`src/rtl/bcu_pkg.sv`:
```
package bcu_pkg;

    localparam int WORD_W = 16;
    localparam int ADDR_W = 10;
    localparam int CODE_W = 6;
    localparam int NIB_W  = 4;

    localparam logic [NIB_W-1:0] NIB_LOW_GRP  = 4'b1000;
    localparam logic [NIB_W-1:0] NIB_HIGH_GRP = 4'b1111;

    typedef struct packed {
        logic n;
        logic z;
        logic v;
        logic c;
    } flags_t;

    typedef enum logic [2:0] {
        COND_EQ = 3'd0,
        COND_NE = 3'd1,
        COND_GT = 3'd2,
        COND_GE = 3'd3,
        COND_LT = 3'd4,
        COND_LE = 3'd5,
        COND_CS = 3'd6,
        COND_CC = 3'd7
    } cond_e;

    function automatic logic nib_is_branch(input logic [NIB_W-1:0] nib);
        return (nib == NIB_LOW_GRP) || (nib == NIB_HIGH_GRP);
    endfunction

    function automatic cond_e cond_of(input logic [CODE_W-1:0] code);
        logic hi;
        hi = (code[CODE_W-1 -: NIB_W] == NIB_HIGH_GRP);
        return cond_e'({hi, code[1:0]});
    endfunction

    function automatic logic cond_met(input cond_e c, input flags_t f);
        logic r;
        unique case (c)
            COND_EQ: r = f.z;
            COND_NE: r = !f.z;
            COND_GT: r = !f.n && !f.z;
            COND_GE: r = !f.n;
            COND_LT: r = f.n;
            COND_LE: r = f.n || f.z;
            COND_CS: r = f.c;
            COND_CC: r = !f.c;
            default: r = 1'b0;
        endcase
        return r;
    endfunction

endpackage

```
`src/rtl/bcu_flag_reg.sv`:
```
module bcu_flag_reg
    import bcu_pkg::*;
(
    input  logic   clk,
    input  logic   rst,
    input  logic   upd_we,
    input  flags_t upd_flags,
    output flags_t flags_q
);

    always_ff @(posedge clk) begin
        if (rst) begin
            flags_q <= '0;
        end else if (upd_we) begin
            flags_q <= upd_flags;
        end
    end

    // flags are clear once reset drops
    assert_flags_reset_R1: assert property (@(posedge clk)
        $fell(rst) |-> (flags_q == '0));

    // a strobed write lands at the next edge
    assert_flags_load_R2: assert property (@(posedge clk) disable iff (rst)
        $past(upd_we) |-> (flags_q == $past(upd_flags)));

    // without a strobe nothing moves
    assert_flags_hold_R3: assert property (@(posedge clk) disable iff (rst)
        !$past(upd_we) |-> $stable(flags_q));

endmodule

```
`src/rtl/bcu_cond_eval.sv`:
```
module bcu_cond_eval
    import bcu_pkg::*;
#(
    parameter int DATA_W = WORD_W,
    parameter int TGT_W  = ADDR_W
) (
    input  logic              instr_valid,
    input  logic [DATA_W-1:0] instr,
    input  flags_t            flags_cur,
    output logic              is_branch,
    output logic              take,
    output logic [TGT_W-1:0]  target
);

    localparam int CODE_LSB = DATA_W - CODE_W;

    logic [CODE_W-1:0] code;
    cond_e             cond;
    logic              met;

    always_comb begin
        code      = instr[DATA_W-1:CODE_LSB];
        cond      = cond_of(code);
        met       = cond_met(cond, flags_cur);
        is_branch = instr_valid && nib_is_branch(code[CODE_W-1 -: NIB_W]);
        take      = is_branch && met;
        target    = instr[TGT_W-1:0];
    end

endmodule

```
`src/rtl/branch_cond_unit.sv`:
```
module branch_cond_unit
    import bcu_pkg::*;
#(
    parameter int DATA_W = WORD_W,
    parameter int TGT_W  = ADDR_W
) (
    input  logic              clk,
    input  logic              rst,
    input  logic              upd_we,
    input  logic [3:0]        upd_flags,
    input  logic              instr_valid,
    input  logic [DATA_W-1:0] instr,
    output logic [3:0]        flags,
    output logic              is_branch,
    output logic              take,
    output logic [TGT_W-1:0]  target
);

    flags_t flags_q;

    bcu_flag_reg u_flags (
        .clk       (clk),
        .rst       (rst),
        .upd_we    (upd_we),
        .upd_flags (flags_t'(upd_flags)),
        .flags_q   (flags_q)
    );

    bcu_cond_eval #(
        .DATA_W (DATA_W),
        .TGT_W  (TGT_W)
    ) u_eval (
        .instr_valid (instr_valid),
        .instr       (instr),
        .flags_cur   (flags_q),
        .is_branch   (is_branch),
        .take        (take),
        .target      (target)
    );

    assign flags = flags_q;

    // a decision only ever accompanies a recognised branch
    assert_take_needs_branch_R10: assert property (@(posedge clk) disable iff (rst)
        take |-> is_branch);

    // equal-branch follows the stored zero flag
    assert_beq_follows_z_R5: assert property (@(posedge clk) disable iff (rst)
        (is_branch && instr[DATA_W-1 -: CODE_W] == 6'o40) |-> (take == flags[2]));

    // carry-set branch follows the stored carry flag
    assert_bcs_follows_c_R8: assert property (@(posedge clk) disable iff (rst)
        (is_branch && instr[DATA_W-1 -: CODE_W] == 6'o76) |-> (take == flags[0]));

    // the target is the low field of the word
    assert_target_field_R9: assert property (@(posedge clk) disable iff (rst)
        target == instr[TGT_W-1:0]);

endmodule

```
`config.mk`:
```
export PLATFORM = sky130hd
export DESIGN_NAME = branch_cond_unit
export DESIGN_NICKNAME = d
export VERILOG_FILES = /design/src/rtl/bcu_pkg.sv /design/src/rtl/bcu_flag_reg.sv /design/src/rtl/bcu_cond_eval.sv /design/src/rtl/branch_cond_unit.sv
export SDC_FILE = /design/constraint.sdc
export NUM_CORES = 1
export LEC_CHECK = 0
export BUFFER_PORTS_ARGS = -buffer_cell sky130_fd_sc_hd__clkbuf_2
export CAP_MARGIN = 20
export CORE_AREA = 3 3 40 42
export DETAILED_ROUTE_END_ITERATION = 7
export DIE_AREA = 0 0 43 45
export GPL_TIMING_DRIVEN = 0
export PLACE_DENSITY_LB_ADDON = 0.15
export RECOVER_POWER = 25
export REMOVE_ABC_BUFFERS = 1
export SLEW_MARGIN = 25
export SYNTH_ARGS = -nofsm -noshare
export SYNTH_HDL_FRONTEND = slang
export SYNTH_SLANG_ARGS = --single-unit
```
`constraint.sdc`:
```
create_clock -name clk -period 1.7 [get_ports clk]
set_clock_uncertainty 0.1 [all_clocks]
set_input_delay 0.34 -clock clk [delete_from_list [all_inputs] [get_ports clk]]
set_output_delay 0.34 -clock clk [all_outputs]
set_load 0.01 [all_outputs]
```
Yosys cells after proc, flatten, opt, wreduce, memory -nomap -nowiden
Index checks and enable logic that the tools add are counted.
Storage, ports and cells
  flip-flop bits (word level): 4
  input port bits: 24
  word-level logic and storage cells: 23
Operators by class
  eq/ne operators: 9
  muxes and demuxes: 1
  reductions and logical operators: 9
Operators by type and width (number)
  equality test 3 bit, second input constant: 4
  equality test 4 bit, second input constant: 2
  case mux 1 bit (8 select lines): 1
  equality test 3 x 2 -> 1 bit, second input constant: 2
  equality test 3 x 1 -> 1 bit, second input constant: 1
  logical AND 1 bit: 3
  zero test 1 bit: 3
  zero test 3 bit: 1
  logical OR 1 bit: 2

Logic depth before layout (Yosys ltp)
Gate-level depths: netlist (run 1).
  depth after elaboration: 4
  depth in mapped cells: 4

Cells and area by module
From an unflattened synthesis (run 1), not the netlist that was laid out.
Unflattened totals
  cell total of the unflattened synthesis: 39
  area total of the unflattened synthesis: 320.3 um^2
By module, submodules not included
  bcu_cond_eval: times used 1, cells an instance 26, area an instance 180.2 um^2
  bcu_flag_reg: times used 1, cells an instance 13, area an instance 140.1 um^2

Worst setup path before layout (run 1)
OpenSTA, ideal clock, no wires.
  path type: input port to output port
  start: input instr[13]
  end: output take
  data arrival time: 1.323 ns
  required time: 1.260 ns
  slack: -0.063 ns
  stages on the path: 3
  buffers on the path: 0
  cells stage by stage: or3_2 -> a21oi_1 -> o311a_1
Between the ends
  word-level cells in the longest chain between the ends: 4
Ends and longest elaborated chain
  start: declaration: line branch_cond_unit.sv:12  | input logic [DATA_W-1:0] instr,
  equality test 4 bit: line bcu_pkg.sv:30  | return (nib == NIB_LOW_GRP) || (nib == NIB_HIGH_GRP);
  logical OR 1 bit *: line bcu_pkg.sv:30
  logical AND 1 bit *: line bcu_cond_eval.sv:25  | is_branch = instr_valid && nib_is_branch(code[CODE_W-1 -: NIB_W]);
  named net is_branch: line branch_cond_unit.sv:14  | output logic is_branch,
  logical AND 1 bit *: line bcu_cond_eval.sv:26  | take = is_branch && met;
  end: declaration: line branch_cond_unit.sv:15  | output logic take,
Mark *: on every way through the listed nets, which the timed path passes. The rest lies on a longest branch.

Worst setup path after layout (run 1)
  start: input instr[14]
  end: output take
Between the ends
  word-level cells in the longest chain between the ends: 4
Ends and longest elaborated chain
  equality test 4 bit (on tied branches): line bcu_pkg.sv:30, bcu_pkg.sv:35
  equality test 3 bit, or another cell as far along: line bcu_pkg.sv:41  | unique case (c)
  case mux 1 bit (8 select lines) / logical AND 1 bit (equally long branches): line bcu_pkg.sv:41, bcu_cond_eval.sv:25
  logical AND 1 bit *: line bcu_cond_eval.sv:26
Mark *: on every way between the ends. The rest lies on a longest branch, timed or not.

==> impl_metrics.toml, run 1 <==
[routing]
drc = 0
drt-initial-drc-count = 3
wl_per_cell_um = 12.8
drt_first_pass_iters = 3
vias = 327
via_per_inst = 5.03
drtAntennaViolNets = 0
routed_wl_um = 834

[global_route]
overflow = 0
grt_usage = 0.0923
grt_max_degree = 8
antenna_found_initial = 0
grt_pass1_vias = 320
grt_pass1_wl_um = 1300

[worst_setup_path]
startpoint_type = "input port"
worstPathArrival_ps = 1470
critPathKind = "in -> out"
rr_startpoint = "u_flags.flags_q[2]"
crit_fanout = 5
critPathRequiredTime_ps = 1260
end_kind = "output pin"
worstSetupStartpoint = "instr[14]"

[finish]
regMostFlops = "u_flags.flags_q"
largest_reg_flops = 4
diodes = 0
reg_top3 = "u_flags.flags_q (4)"
final_area_um2 = 419
area_growth_pct = 28.8
nets = 76
num-fill-cells = 142
finalNonFillerCells = 65
layout-drive-gt1-share = 0.580

[flow_run]
cap_violations = 0

[clocking]
ctsLongestPathBuffers = 2
path_clk_slew_ps = 40
cts_tree = "yes"
cts_inserted_buffers = 3
cts_max_level = 1
cts_hold_buf = 0
clk_latency_ps = 230
cts_root_buf = "clkbuf_4"
cts_sinks = 4

[die]
pin_count = 40
rows = 13
die_y_um = 45
die_w_um = 43
initial_core_util = 0.253
core_um2 = 1280
dieArea_um2 = 1940

[sta]
rsz0062_at_grt = "true"
final.period_utilization = 1.12
setup_ws_ps = -210
setup_viol = 1
worst_slew_pin_slew_ps = 372
relSlewSlack = 0.751
fmax_mhz = 524
hold_viol_final = 0
period_minus_slack_ps = 1910
drv_slew = 0
fin_hold_ws_ps = 226

[placed_design]
placed_cell_area_um2 = 360
place_inst = 61
port_buffers = 19
dp_hpwl_um = 644
gp_congestion = 0.705

[yosys]
yosysWarnings = 0
avgSynthCellArea_um2 = 8.56
synthCells = 38
ys_seq_area_frac = 0.246
synth_area_leaders = "dfxtp_1 25%, buf_4 23%, mux2i_1 12%"
yosys.area.top_type = "dfxtp_1"
syn_area_um2 = 325
ys_ff_latch = 4
netlist-cell-type-count = 17
synth_top_area_frac = 0.246

[hold_path]
hp-start = "rst"
hold_class = "in -> reg"

[status]
violations = "setup timing"
status = "complete, but fails checks"

[power]
max-vdd-ir-drop_uv = 331
finalPower_uw = 279
power_density_nw_per_um2 = 667
p_leak_nw = 0.214
==> through the flow <==
stage / utilization / TNS [ps] / setup WS, ps
3_3_place_gp: 0.280 / -230 / -230
3_5_place_dp: 0.280 / -214 / -214
6_report: 0.326 / -210 / -210
4_1_cts: 0.302 / -197 / -197
5_1_grt: 0.326 / -296 / -280
2_1_floorplan: - / -63.2 / -63.2
==> synthesized netlist by cell type <==
cell and number:
o311a_1 1, a21oi_1 2, nor2_1 4, dfxtp_1 4
and3_2 2, o41ai_2 1, nor2b_1 1, nand2b_1 1
nor3b_1 2, or3_2 1, and4_4 1, o21ai_0 1
clkbuf_1 1, mux2i_1 4, nand2_1 1, nand3_1 1
buf_4 10
==> per-layer routing <==
| layer | wire (µm) | global-route usage | vias up |
|---|---|---|---|
| li1 | - | - | 154 |
| met1 | 286 | 0.0841 | 141 |
| met5 | 0 | 0 | - |
| met2 | 394 | 0.126 | 32 |
| met4 | 0 | 0.0542 | 0 |
| met3 | 154 | 0.0996 | 0 |
==> layout make-up <==
| class | instances | area, µm² | area share |
|---|---|---|---|
| tap | 15 | 18.8 | 0.0448 |
| clock buffer | 3 | 22.5 | 0.0537 |
| multi-input combinational | 23 | 190 | 0.454 |
| sequential | 4 | 80.1 | 0.191 |
| timing repair buffer | 20 | 108 | 0.257 |
==> cell families (layout without fill, tap and decap cells) <==
| family | Yosys count | count (layout) | synth area share |
|---|---|---|---|
| buffers and inverters | 11 | 23 | 0.242 |
| AO/OA/AOI/OAI | 5 | 5 | 0.127 |
| flip-flops | 4 | 4 | 0.246 |
| multiplexers | 4 | 4 | 0.123 |
| AND/OR/NAND/NOR | 14 | 14 | 0.262 |
==> critical path: stages <==
cell and delay (ps):
buf_6 90, and4_4 200, and3_4 180, o41ai_4 340
o311a_1 200, buf_2 120
==> worst paths after layout <==
kind | end | slack [ps] | depth (start not counted)
worst max-delay path | take | -210 | 6
worst min-delay path | u_flags.flags_q[3] | 230 | 2
worst max register to register | u_flags.flags_q[2] | 970 | 2
worst min register to register | u_flags.flags_q[1] | 390 | 2
==> power breakdown <==
| part | leakage (nW) | internal, mW | switching [mW] |
|---|---|---|---|
| clock | 0.0138 | 0.0789 | 0.0376 |
| combinational | 0.167 | 0.0313 | 0.0265 |
| sequential | 0.0330 | 0.100 | 0.00507 |
| total | 0.214 | 0.210 | 0.0691 |
==> timing repair <==
item	in CTS	in global routing
pin swaps	3	3
setup endpoints to repair	1	2
hold endpoints to repair	0	0
buffers inserted	0	1
gates resized for setup	1	6
==> cell usage in the layout, fill, tap and decap left out <==
master	netlist	layout
o311a_1	1	1
clkbuf_1	1	1
a21oi_2	0	1
clkbuf_2	0	15
buf_4	10	1
mux2i_1	4	4
and3_2	2	1
or3_2	1	1
nand2b_1	1	1
buf_6	0	1
and4_4	1	1
nor2_1	4	4
nor2b_1	1	1
and3_4	0	1
o41ai_4	0	1
a21oi_1	2	1
nand3_1	1	1
dfxtp_1	4	4
o21ai_0	1	1
nor3b_1	2	1
clkbuf_4	0	3
nor3b_2	0	1
nand2_1	1	1
buf_2	0	2
Note: power is estimated with default switching activity, not from simulation.
==> inputs of run 2 (changes only) <==
--- a/config.mk
+++ b/config.mk
@@ -5,6 +5,7 @@
 export SDC_FILE = /design/constraint.sdc
 export NUM_CORES = 1
 export LEC_CHECK = 0
+export ABC_AREA = 1
 export BUFFER_PORTS_ARGS = -buffer_cell sky130_fd_sc_hd__clkbuf_2
 export CAP_MARGIN = 20
 export CORE_AREA = 3 3 40 42
==> run 2 against run 1 <==
The run now ends clean. First-iteration DRC count down 33%. Design area decreased by 2.1%. Non-clock buffer count down 1. Largest power group unchanged. Highest routed layer is now met4.
==> impl_metrics.toml, run 2 <==
[yosys]
synthTopCellsByCount = "16 x nand2_1, 10 x buf_4, 8 x inv_1, 7 x nor2_1, 4 x dfxtp_1"
yosysMostFrequentCell = "nand2_1"
synth_area_leaders = "dfxtp_1 23%, buf_4 21%, nand2_1 17%"
synth-edff-count = 0
synthFlopType = "dfxtp_1"
yosys.area.top_type = "dfxtp_1"
avgSynthCellArea_um2 = 6.04
synth_top_area_frac = 0.229
syn_area_um2 = 350
async_reset_ff_frac = 0
netlist-cell-type-count = 12
yosysWarnings = 0
ys_ff_latch = 4
ys_seq_area_frac = 0.229
synthCells = 58

[worst_setup_path]
end_kind = "output pin"
worstPathArrival_ps = 1110
cp_top_family = "simple AND/OR/NAND/NOR gates"
critPathKind = "reg -> out"
worstSetupStartpoint = "u_flags.flags_q[2]"
crit_chain = "nand2_1 > nand2_1 > nand2_1 > nand3_1 > nand2_1 > nor2_1 > clkbuf_2"
startpoint_type = "register"
critPathBufInv = 1
critPathRequiredTime_ps = 1260
crit_top_cell = "nand2_1"
cp_slowest_cell = "dfxtp_1"
rr_startpoint = "u_flags.flags_q[2]"
critical_path.max_stage_delay_ps = 370
crit_fanout = 4

[routing]
vias = 359
wl_per_cell_um = 8.72
routed_wl_um = 741
drt_first_pass_iters = 4
drc = 0
via_per_inst = 4.22
drtAntennaViolNets = 0
drt-initial-drc-count = 2

[clocking]
cts_max_level = 1
cts_tree = "yes"
cts_sinks = 4
cts_inserted_buffers = 3
cts_root_buf = "clkbuf_4"
ctsLongestPathBuffers = 2
post_cts_buffers = 0
path_clk_slew_ps = 30
clk_latency_ps = 230

[finish]
largest_reg_flops = 4
final_area_um2 = 410
layout-drive-gt1-share = 0.414
diodes = 0
layout_commonest_cell = "clkbuf_2"
regMostFlops = "u_flags.flags_q"
nets = 96
reg_top3 = "u_flags.flags_q (4)"
area_growth_pct = 17.1
layout_common_cells = "18 x clkbuf_2, 16 x nand2_1, 7 x nor2_1, 7 x inv_1, 4 x dfxtp_1"

[sta]
drv_slew = 0
fmax_mhz = 646
final.period_utilization = 0.911
relSlewSlack = 0.876
setup_viol = 0
period_minus_slack_ps = 1550
hold_viol_final = 0
worst_slew_pin_slew_ps = 185
rsz0062_at_grt = "false"
tns_ps = 0

[global_route]
grt_max_degree = 8
grt_usage = 0.0906
grt_pass1_vias = 353
overflow = 0
grt_pass1_wl_um = 1280
antenna_found_initial = 0

[flow_run]
cap_violations = 0

[die]
pin_count = 40
rows = 13
die_w_um = 43
dieArea_um2 = 1940
initial_core_util = 0.273
core_um2 = 1280
die_y_um = 45

[power]
max-vdd-ir-drop_uv = 328
power_density_nw_per_um2 = 688
p_leak_nw = 0.243

[hold_path]
hp-start = "rst"
hold_class = "in -> reg"

[placed_design]
port_buffers = 19
dp_hpwl_um = 633
gp_congestion = 0.703
placed_cell_area_um2 = 389

[status]
status = "finished, final reports clean"
## run 2: cell count changes after synthesis, sizes merged, moves of 2 or more
cell / delta
a211oi: +3
and3: -2
inv: +10
mux2i: -4
nand2: +18
nor2: +4
nor3b: -2
## run 2: cell type report
cell class / count / area [µm²]
timing repair buffer: 19 / 93.8
inverter: 10 / 37.5
sequential: 4 / 80.1
tap: 15 / 18.8
fill: 152 / 875
clock buffer: 3 / 22.5
multi-input combinational: 34 / 158
## run 2: logic make-up (layout without fill, tap and decap cells)
family,after synthesis,after routing,share of synthesized area
simple gates,29,29,0.346
compound gates,5,5,0.104
buf+inv,20,32,0.321
flops,4,4,0.229
## run 2: metal layers
metal / track usage / up-vias / share of wire
met5: 0 / - / 0
met3: 0.0757 / 2 / 0.18
li1: - / 190 / -
met2: 0.120 / 31 / 0.39
met4: 0.0723 / 0 / 0.020
met1: 0.0911 / 136 / 0.41
## run 2: repair_timing
| action | CTS | global route |
|---|---|---|
| hold buffers | 0 | 0 |
| setup endpoints to repair | 0 | 1 |
| resized for setup | 0 | 1 |
## run 2: final timing paths
kind                                      endpoint  slack [ps]  depth (start not counted)
worst max-delay path                          take         150                          7
worst max register to register  u_flags.flags_q[2]         870                          2
worst min register to register  u_flags.flags_q[1]         360                          2
worst min-delay path            u_flags.flags_q[1]         230                          2
## run 2: power breakdown
group / internal, mW / switching (mW) / total [mW]
clock: 0.0787 / 0.0352 / 0.114
combinational: 0.0288 / 0.0348 / 0.0636
sequential: 0.101 / 0.00410 / 0.105
total: 0.208 / 0.0741 / 0.282
## run 2: worst register-to-register path, stage by stage, from the launching register on
cell and delay [ps]:
dfxtp_1 370, inv_2 50, a211oi_1 220
## run 2: metrics by stage
stage	hold slack [ps]	power [mW]	setup slack [ps]	utilization	instances
after global routing	232	0.316	0.450	0.319	85
after global placement	358	0.171	199	0.303	82
after floorplan	309	0.140	336	-	48
after CTS	218	0.292	132	0.320	85
after detailed placement	355	0.171	199	0.303	82
final	227	0.282	151	0.319	85
